==> src/rtl/irq_pkg.sv <==
package irq_pkg;
  typedef enum logic [1:0] {
    IRQ_NONE = 2'd0,
    IRQ_SMI  = 2'd1,
    IRQ_NMI  = 2'd2,
    IRQ_INTR = 2'd3
  } irq_type_e;
endpackage

==> src/rtl/irq_edge_sync.sv <==
module irq_edge_sync #(
  parameter int STAGES = 2
) (
  input  logic clk_i,
  input  logic rst_ni,
  input  logic d_i,
  output logic rise_o
);
  logic [STAGES-1:0] sync_q;
  logic              last_q;

  generate
    for (genvar i = 0; i < STAGES; i++) begin : g_stage
      always_ff @(posedge clk_i or negedge rst_ni) begin
        if (!rst_ni) sync_q[i] <= 1'b0;
        else if (i == 0) sync_q[i] <= d_i;
        else sync_q[i] <= sync_q[(i == 0) ? 0 : i-1];
      end
    end
  endgenerate

  always_ff @(posedge clk_i or negedge rst_ni) begin
    if (!rst_ni) last_q <= 1'b0;
    else         last_q <= sync_q[STAGES-1];
  end

  assign rise_o = sync_q[STAGES-1] & ~last_q;
endmodule

==> src/rtl/irq_nmi_track.sv <==
module irq_nmi_track #(
  parameter int NEST_W = 4
) (
  input  logic clk_i,
  input  logic rst_ni,
  input  logic rise_i,
  input  logic take_nmi_i,
  input  logic intr_done_i,
  input  logic iret_i,
  output logic pend_o,
  output logic in_svc_o
);
  localparam logic [NEST_W-1:0] NEST_MAX = '1;

  logic              pend_q, svc_q;
  logic [NEST_W-1:0] nest_q;

  always_ff @(posedge clk_i or negedge rst_ni) begin
    if (!rst_ni) begin
      pend_q <= 1'b0;
      svc_q  <= 1'b0;
      nest_q <= '0;
    end else begin
      // one-deep latch: a new edge survives the take in the same cycle
      pend_q <= rise_i | (pend_q & ~take_nmi_i);
      if (take_nmi_i) begin
        svc_q  <= 1'b1;
        nest_q <= '0;
      end else if (svc_q) begin
        if (iret_i && !intr_done_i) begin
          if (nest_q == '0) svc_q  <= 1'b0;
          else              nest_q <= nest_q - 1'b1;
        end else if (intr_done_i && !iret_i && nest_q != NEST_MAX) begin
          nest_q <= nest_q + 1'b1;
        end
      end
    end
  end

  assign pend_o   = pend_q;
  assign in_svc_o = svc_q;
endmodule

==> src/rtl/irq_arbiter.sv <==
module irq_arbiter
  import irq_pkg::*;
#(
  parameter int              VEC_W   = 8,
  parameter logic [VEC_W-1:0] NMI_VEC = 2,
  parameter logic [VEC_W-1:0] SMI_VEC = 0
) (
  input  logic             clk_i,
  input  logic             rst_ni,
  input  logic             dp_i,
  input  logic             smi_i,
  input  logic             nmi_ok_i,
  input  logic             intr_ok_i,
  input  logic             vec_valid_i,
  input  logic [VEC_W-1:0] vec_i,
  output logic             take_o,
  output irq_type_e        type_o,
  output logic [VEC_W-1:0] vector_o,
  output logic             ack_req_o,
  output logic             take_nmi_o,
  output logic             intr_done_o
);
  logic ack_q;

  assign take_nmi_o  = ~ack_q & dp_i & ~smi_i & nmi_ok_i;
  assign intr_done_o = ack_q & vec_valid_i;

  always_ff @(posedge clk_i or negedge rst_ni) begin
    if (!rst_ni) begin
      ack_q    <= 1'b0;
      take_o   <= 1'b0;
      type_o   <= IRQ_NONE;
      vector_o <= '0;
    end else begin
      take_o   <= 1'b0;
      type_o   <= IRQ_NONE;
      vector_o <= '0;
      if (ack_q) begin
        if (vec_valid_i) begin
          ack_q    <= 1'b0;
          take_o   <= 1'b1;
          type_o   <= IRQ_INTR;
          vector_o <= vec_i;
        end
      end else if (dp_i) begin
        if (smi_i) begin
          take_o   <= 1'b1;
          type_o   <= IRQ_SMI;
          vector_o <= SMI_VEC;
        end else if (nmi_ok_i) begin
          take_o   <= 1'b1;
          type_o   <= IRQ_NMI;
          vector_o <= NMI_VEC;
        end else if (intr_ok_i) begin
          ack_q <= 1'b1;
        end
      end
    end
  end

  assign ack_req_o = ack_q;
endmodule

==> src/rtl/irq_recog_unit.sv <==
module irq_recog_unit
  import irq_pkg::*;
#(
  parameter int VEC_W       = 8,
  parameter int SYNC_STAGES = 2,
  parameter int NEST_W      = 4
) (
  input  logic             clk_i,
  input  logic             rst_ni,
  input  logic             nmi_i,
  input  logic             intr_i,
  input  logic             smi_i,
  input  logic             if_flag_i,
  input  logic             boundary_i,
  input  logic             str_window_i,
  input  logic             iret_i,
  input  logic             halt_i,
  input  logic             vec_valid_i,
  input  logic [VEC_W-1:0] vec_i,
  output logic             take_o,
  output logic [1:0]       type_o,
  output logic [VEC_W-1:0] vector_o,
  output logic             ack_req_o,
  output logic             wake_o
);
  logic      nmi_rise, nmi_pend, nmi_svc, take_nmi, intr_done;
  logic      intr_ok, dp, wake_cond, halted_q, wake_q;
  irq_type_e type_w;

  assign dp      = boundary_i | str_window_i;
  assign intr_ok = intr_i & if_flag_i;

  irq_edge_sync #(.STAGES(SYNC_STAGES)) u_sync (
    .clk_i (clk_i), .rst_ni(rst_ni), .d_i(nmi_i), .rise_o(nmi_rise)
  );

  irq_nmi_track #(.NEST_W(NEST_W)) u_track (
    .clk_i      (clk_i),
    .rst_ni     (rst_ni),
    .rise_i     (nmi_rise),
    .take_nmi_i (take_nmi),
    .intr_done_i(intr_done),
    .iret_i     (iret_i),
    .pend_o     (nmi_pend),
    .in_svc_o   (nmi_svc)
  );

  irq_arbiter #(.VEC_W(VEC_W)) u_arb (
    .clk_i      (clk_i),
    .rst_ni     (rst_ni),
    .dp_i       (dp),
    .smi_i      (smi_i),
    .nmi_ok_i   (nmi_pend & ~nmi_svc),
    .intr_ok_i  (intr_ok),
    .vec_valid_i(vec_valid_i),
    .vec_i      (vec_i),
    .take_o     (take_o),
    .type_o     (type_w),
    .vector_o   (vector_o),
    .ack_req_o  (ack_req_o),
    .take_nmi_o (take_nmi),
    .intr_done_o(intr_done)
  );

  assign type_o = type_w;

  // inside the NMI handler a fresh NMI edge does not restart the core
  assign wake_cond = smi_i | intr_ok | (nmi_rise & ~nmi_svc);

  always_ff @(posedge clk_i or negedge rst_ni) begin
    if (!rst_ni) begin
      halted_q <= 1'b0;
      wake_q   <= 1'b0;
    end else begin
      wake_q <= halted_q & wake_cond;
      if (halted_q && wake_cond) halted_q <= 1'b0;
      else if (halt_i)           halted_q <= 1'b1;
    end
  end

  assign wake_o = wake_q;
endmodule

==> config.mk <==
export PLATFORM = sky130hd
export DESIGN_NAME = irq_recog_unit
export DESIGN_NICKNAME = d
export VERILOG_FILES = /design/src/rtl/irq_pkg.sv /design/src/rtl/irq_edge_sync.sv /design/src/rtl/irq_nmi_track.sv /design/src/rtl/irq_arbiter.sv /design/src/rtl/irq_recog_unit.sv
export SDC_FILE = /design/constraint.sdc
export NUM_CORES = 1
export LEC_CHECK = 0
export BUFFER_PORTS_ARGS = -buffer_cell sky130_fd_sc_hd__buf_4
export CORE_UTILIZATION = 51
export CTS_CLUSTER_DIAMETER = 30
export CTS_CLUSTER_SIZE = 16
export DETAILED_ROUTE_END_ITERATION = 6
export GPL_ROUTABILITY_DRIVEN = 0
export GPL_TIMING_DRIVEN = 1
export PLACE_DENSITY_LB_ADDON = 0.3
export SYNTH_ARGS = -nofsm -noshare
export SYNTH_HDL_FRONTEND = slang
export SYNTH_SLANG_ARGS = --single-unit
==> constraint.sdc <==
create_clock -name clk_i -period 4.05 [get_ports clk_i]
set_input_delay 0.6075 -clock clk_i [delete_from_list [all_inputs] [get_ports clk_i]]
set_output_delay 0.6075 -clock clk_i [all_outputs]
set_load 0.03 [all_outputs]
==> impl_metrics.tcl, run 1 <==
set metrics [dict create \
    cp_top_family "flip-flops" \
    core_region_area_mm2 0.00175 \
    synth-seq-cells 23 \
    cts.reportedPaths.clkPinSlew_ns 0.12 \
    critical_path_max_stage_delay_ns 0.53 \
    num-nets-final 136 \
    detailedRoute.firstIterationViolations 14 \
    setup_violations 0 \
    ys_seq_area_share_pct 60.3 \
    ff2ff_path_depth 7 \
    groute.usage.overall_pct 18.2 \
    ys_async_sr_fraction_pct 100 \
    wire_per_inst_um 12.2 \
    hold-worst-slack_ns 0.175 \
    antenna_cells_inserted 0 \
    synth_warnings 0 \
    dpl_cell_area_mm2 0.00120 \
    cts_root_buffer_type "sky130_fd_sc_hd__clkbuf_4" \
    hp-class "in2async" \
    area_of_the_die_mm2 0.00205 \
    cts.hold.buffers_added 0 \
    critPathCaptureType "flop" \
    synth.avg_cell_area_um2 11.5 \
    rows 15 \
    net_count_synth 103 \
    timing.final.max_slew_violations 0 \
    chipHeight_um 45.3 \
    synth.distinct_cells 29 \
    detail_route.first_pass.iterations 4 \
    critical_path.cell_chain "a21boi_1 -> xor2_1 -> ha_1 -> nor2_1 -> mux2_2 -> nand2_1 -> mux2i_1" \
    yosysTopAreaCell "sky130_fd_sc_hd__dfrtp_1" \
    setup-tns-final_ns 0 \
    antenna_found_initial 0 \
    postLayoutCoreUtil_pct 70.3 \
    netlist_top_cells_area "sky130_fd_sc_hd__dfrtp_1 60%, sky130_fd_sc_hd__nand2_1 5.5%, sky130_fd_sc_hd__and3_1 4.6%" \
    crit_reg_reg_endpoint "u_track.nest_q[2]" \
    hold_viol 0 \
    outcome "finished clean" \
    worstMarginPinSlew_ns 0.362 \
    synth_enable_flop_cells 0 \
    relative_slew_slack_pct 75.9 \
    clock_latency_ns 0.29 \
    standby_leakage_power_nw 0.662 \
    critPathArrivalTime_ns 2.13 \
    crit_path_top_delay_cell "sky130_fd_sc_hd__dfrtp_1" \
    routed-via-count 698 \
    die_width_um 45.3 \
    netlist_instances 83 \
    critPathRequiredTime_ns 4.28 \
    final.period_utilization_pct 46.9 \
    ctsLongestPathBuffers 2 \
    path_class "reg2reg" \
    vias_in_the_first_global_route 622 \
    vias_per_cell 4.99 \
    synth.cell_area_um2 955 \
    drt_wl_total_um 1710 \
    drt_drc_violations_left 0 \
    cts_resized 0 \
    rsz0062_at_grt "no" \
    crit_cells 7 \
    timing.fmax_mhz 526 \
    global_route_wire_length_before_repair_um 2570 \
    starting_density_pct 54.7 \
    total_i_o_pin_count 32 \
    reg2reg_setup_slack_ns 2.15 \
    cp_max_fo 15 \
    setup.worst_path.start_class "flop" \
    tritoncts "built" \
    max_cap_violations 0 \
    synth_flop_cell "sky130_fd_sc_hd__dfrtp_1" \
    fin_crit_ns 1.90 \
    post_route_cells_drive_above_1_share_pct 33.9 \
    place.port_buffers 31 \
    synth_top_cell_area_share_pct 60.3 \
    power.density_cell_area_mw_per_mm2 506 \
    tritoncts_num_sinks 23 \
    stdcell_area_mm2 0.00123 \
    cts.htree.levels 1 \
    worst_ir_drop_vdd_uv 352 \
    tritoncts.num_buffers 3 \
    globalRouteOverflowTotal 0 \
    worstReg2RegStart "u_arb.ack_req_o" \
    fin_skew_ns 0.00172 \
    largest_net_degree_at_the_start_of_global_routing 24 \
    post_cts_buffers 0 \
    antenna_violating_nets_left 0 \
    area_growth_from_synthesis_to_final_layout_pct 28.6 \
    timing.critical_path.buf_inv 0 \
]
## flip-flops by register name (all words and copies together), names as in the netlist
register	cells
u_arb.vector_o	8
halted_q	1
wake_o	1
u_track.nest_q	4
u_track.in_svc_o	1
u_arb.type_o	2
u_sync.last_q	1
u_arb.take_o	1
u_track.pend_o	1
u_arb.ack_req_o	1
u_sync.sync_q	2
## synthesized netlist by cell type (2+ instances only)
library cell	instances
sky130_fd_sc_hd__nor2_1	4
sky130_fd_sc_hd__dfrtp_1	23
sky130_fd_sc_hd__and2_1	2
sky130_fd_sc_hd__o21ai_0	2
sky130_fd_sc_hd__mux2i_1	4
sky130_fd_sc_hd__nand2b_1	3
sky130_fd_sc_hd__clkbuf_1	2
sky130_fd_sc_hd__a21boi_1	2
sky130_fd_sc_hd__nand3_1	2
sky130_fd_sc_hd__and3_1	7
sky130_fd_sc_hd__nand2_1	14
## cell type report
cell class	instances	area, um2
flip-flops and latches	23	576
fillers	136	518
multi-input cells	56	357
repair buffers	31	233
well taps	25	31.3
clock buffers	3	22.5
clock inverters	1	5.00
inverters	1	3.75
## how the worst max path moves through the flow
stage / start / endpoint / slack [ns]
floorplan: iret_i / u_track.nest_q[2] / 2.26
CTS: u_arb.ack_req_o / u_track.nest_q[2] / 2.13
detailed placement: vec_valid_i / u_track.nest_q[2] / 1.97
global route: u_arb.ack_req_o / u_track.nest_q[2] / 2.02
global placement: vec_valid_i / u_track.nest_q[2] / 2.08
finish: u_arb.ack_req_o / u_track.nest_q[2] / 2.15
## report_power, final
group	leakage [nW]	switching [W]	internal, W
registers	0.295	0.0000418	0.000273
logic	0.350	0.000110	0.0000980
clock network	0.0177	0.0000626	0.0000367
total	0.662	0.000214	0.000407
## per-layer routing
metal	track usage (%)	share of wire, %
met1	20.6	41
met2	33.6	53
met5	0	0
met4	6.06	0.76
met3	3.60	4.5
## cells in the final DEF, fill, tap and decap left out
cell type / n
sky130_fd_sc_hd__xor2_1: 1
sky130_fd_sc_hd__nand2b_1: 3
sky130_fd_sc_hd__o211ai_1: 1
sky130_fd_sc_hd__mux2i_1: 4
sky130_fd_sc_hd__nand4b_1: 1
sky130_fd_sc_hd__nand4_1: 1
sky130_fd_sc_hd__nor3_1: 1
sky130_fd_sc_hd__nand3b_1: 1
sky130_fd_sc_hd__ha_1: 1
sky130_fd_sc_hd__inv_1: 1
sky130_fd_sc_hd__dfrtp_1: 23
sky130_fd_sc_hd__buf_4: 31
sky130_fd_sc_hd__or4_4: 1
sky130_fd_sc_hd__nor2_1: 4
sky130_fd_sc_hd__clkinv_2: 1
sky130_fd_sc_hd__o21ba_2: 1
sky130_fd_sc_hd__o21ai_0: 2
sky130_fd_sc_hd__a21oi_1: 1
sky130_fd_sc_hd__nand2_1: 14
sky130_fd_sc_hd__a32o_2: 1
sky130_fd_sc_hd__clkbuf_4: 3
sky130_fd_sc_hd__nor2b_1: 1
sky130_fd_sc_hd__mux2_2: 1
sky130_fd_sc_hd__and4b_1: 1
sky130_fd_sc_hd__xnor2_1: 1
sky130_fd_sc_hd__and2_1: 2
sky130_fd_sc_hd__and3_1: 7
sky130_fd_sc_hd__o41ai_1: 1
sky130_fd_sc_hd__a21boi_1: 2
sky130_fd_sc_hd__nand3_1: 2
## per-stage QoR
stage	power (W)	setup WS, ns	cells
3_3_place_gp	0.000517	2.08	136
3_5_place_dp	0.000527	1.97	136
4_1_cts	0.000630	2.13	140
6_report	0.000622	2.15	140
2_1_floorplan	0.000461	2.26	83
5_1_grt	0.000663	2.02	140
## cell families after synthesis
family	count (synthesis)	synth area share, %
and+or+nand+nor	39	21.8
DFF	23	60.3
xor gates and xnor gates	2	1.84
AOI/OAI and AO/OA	9	7.08
buffers and inverters	4	2.36
adders and majority gates	1	1.31
muxes	5	5.37
(Power assumes the default switching activity.)
==> run 2: changes to the inputs <==
--- a/config.mk
+++ b/config.mk
@@ -6,7 +6,7 @@
 export NUM_CORES = 1
 export LEC_CHECK = 0
 export BUFFER_PORTS_ARGS = -buffer_cell sky130_fd_sc_hd__buf_4
-export CORE_UTILIZATION = 51
+export CORE_UTILIZATION = 48
 export CTS_CLUSTER_DIAMETER = 30
 export CTS_CLUSTER_SIZE = 16
 export DETAILED_ROUTE_END_ITERATION = 6
==> constraint.sdc (replaced) <==
create_clock -name clk_i -period 1.9 [get_ports clk_i]
set_input_delay 0.285 -clock clk_i [delete_from_list [all_inputs] [get_ports clk_i]]
set_output_delay 0.285 -clock clk_i [all_outputs]
set_load 0.03 [all_outputs]
==> run 2 against run 1 <==
- design area rose by 1.6%
- die area rose by 6.0%
- clock skew rose by 0.011 ns
- sequential power rose by 110%
- sequential share of layout area fell by 0.75 points
- critical path depth did not move
- total power rose by 110%
- non-clock buffer count rose by 2
- via count rose by 6.3%
- critical path type unchanged
- largest cell class unchanged
==> impl_metrics.tcl, run 2 (synthesis results as in run 1) <==
set metrics [dict create \
    outcome "finished clean" \
    cp_max_fo 4 \
    globalRouteOverflowTotal 0 \
    max_cap_violations 0 \
    postLayoutCoreUtil_pct 69.2 \
    critical_path.cell_chain "a21boi_1 -> xor2_1 -> ha_1 -> nor2_1 -> mux2_2 -> nand2_1 -> mux2i_1" \
    rsz0062_at_grt "no" \
    die_width_um 46.6 \
    nFillCells 134 \
    worstMarginPinSlew_ns 0.402 \
    reg.largest.list "u_arb.vector_o (8), u_track.nest_q (4)" \
    timing.critical_path.buf_inv 0 \
    chipHeight_um 46.6 \
    largest-register "u_arb.vector_o" \
    worst_ir_drop_vdd_uv 650 \
    detailedRoute.firstIterationViolations 20 \
    cp_top_family "multiplexers" \
    antenna_found_initial 0 \
    rows 15 \
    hold_viol 0 \
    standby_leakage_power_nw 0.668 \
    most-common-layout-cells "32 x sky130_fd_sc_hd__buf_4, 23 x sky130_fd_sc_hd__dfrtp_1, 14 x sky130_fd_sc_hd__nand2_1" \
    cts_resized 0 \
    hp-class "in2reg" \
    path_class "reg2reg" \
    tritoncts_num_sinks 23 \
    starting_density_pct 53.0 \
    number_of_flip_flops_under_the_largest_register_name 8 \
    largest_net_degree_at_the_start_of_global_routing 24 \
    tritoncts.num_buffers 3 \
    vias_per_cell 5.23 \
    critPathRequiredTime_ns 2.13 \
    setup_violations 0 \
    groute.usage.overall_pct 19.2 \
    layout_commonest_cell "sky130_fd_sc_hd__buf_4" \
    detail_route.first_pass.iterations 4 \
    num-nets-final 138 \
    power.density_cell_area_mw_per_mm2 1070 \
    critical_path_max_stage_delay_ns 0.40 \
    relative_slew_slack_pct 72.9 \
    vias_in_the_first_global_route 628 \
    dp_hpwl_um 1330 \
    drt_drc_violations_left 0 \
    critPathCaptureType "flop" \
    fin_crit_ns 1.70 \
    fin_skew_ns 0.0125 \
    ctsLongestPathBuffers 2 \
    routed-via-count 742 \
    critPathArrivalTime_ns 1.93 \
    preCtsSetupSlack_ns 0.148 \
    wire_per_inst_um 12.5 \
    antenna_cells_inserted 0 \
    place.port_buffers 31 \
    cts.reportedPaths.clkPinSlew_ns 0.13 \
    timing.final.max_slew_violations 0 \
    setup_slack_ns 0.203 \
    total_i_o_pin_count 32 \
    power_w 0.00134 \
    tritoncts "built" \
    crit_path_top_delay_cell "sky130_fd_sc_hd__dfrtp_1" \
    cts_root_buffer_type "sky130_fd_sc_hd__clkbuf_4" \
    area_of_the_die_mm2 0.00217 \
    clock_latency_ns 0.31 \
    post_route_cells_drive_above_1_share_pct 34.2 \
    global_route_wire_length_before_repair_um 2790 \
    setup-tns-final_ns 0 \
    core_region_area_mm2 0.00180 \
    setup.worst_path.start_class "flop" \
    antenna_violating_nets_left 0 \
    area_growth_from_synthesis_to_final_layout_pct 30.7 \
    cts.htree.levels 1 \
    final.period_utilization_pct 89.3 \
    drt_wl_total_um 1770 \
    timing.fmax_mhz 589 \
]
==> run 2: power breakdown <==
group	total [W]	switching (W)	leakage [nW]	internal, W
clock	0.000227	0.000147	0.0139	0.0000801
combinational	0.000453	0.000240	0.359	0.000213
sequential	0.000656	0.0000747	0.295	0.000581
==> run 2: stage by stage <==
step / hold slack (ns) / area [um2] / instances
after global routing: 0.0443 / 1250 / 142
after CTS: 0.0642 / 1250 / 142
after floorplan: -0.0106 / 955 / 83
after global placement: 0.189 / 1210 / 137
after detailed placement: 0.191 / 1210 / 137
final: 0.0678 / 1250 / 142
==> run 2: routing by layer <==
metal | up-vias | GRT usage [%] | share of wire (%)
li1 | 354 | - | -
met4 | 0 | 10.6 | 2.1
met3 | 4 | 3.53 | 5.0
met1 | 361 | 24.1 | 43
met2 | 23 | 30.8 | 49
met5 | - | 0 | 0
==> run 2: worst reg2reg max path, delay by kind of cell, from the launching register on <==
kind	cells	cell delay [ns]
adders and majority gates	1	0.18
DFF	1	0.40
muxes	2	0.43
AOI/OAI and AO/OA	1	0.33
xor gates and xnor gates	1	0.19
and+or+nand+nor	2	0.12
==> run 2: what timing repair did <==
action	4_1_cts	5_1_grt
setup buffers	0	0
hold endpoints to repair	23	0
hold buffers	1	0
==> run 2: area by class of cell <==
cell class | instances | area [um2] | area share, %
Timing Repair Buffer | 33 | 250 | 20.1
Sequential cell | 23 | 576 | 46.1
Inverter | 1 | 3.75 | 0.301
Clock buffer | 3 | 22.5 | 1.81
Clock inverter | 1 | 7.51 | 0.602
Tap cell | 25 | 31.3 | 2.51
Multi-Input combinational cell | 56 | 357 | 28.6
==> run 2: path summary, 6_finish.rpt <==
path	startpoint	to	slack, ns	depth (start not counted)
setup / recovery	u_arb.ack_req_o	u_track.nest_q[2]	0.20	7
hold / removal	nmi_i	u_sync.sync_q[0]	0.07	1
setup reg to reg	u_arb.ack_req_o	u_track.nest_q[2]	0.20	7
hold reg to reg	u_sync.sync_q[0]	u_sync.sync_q[1]	0.37	0
max in group asynchronous	rst_ni	u_track.nest_q[0]	1.29	2
min in group asynchronous	rst_ni	u_arb.vector_o[0]	0.38	2
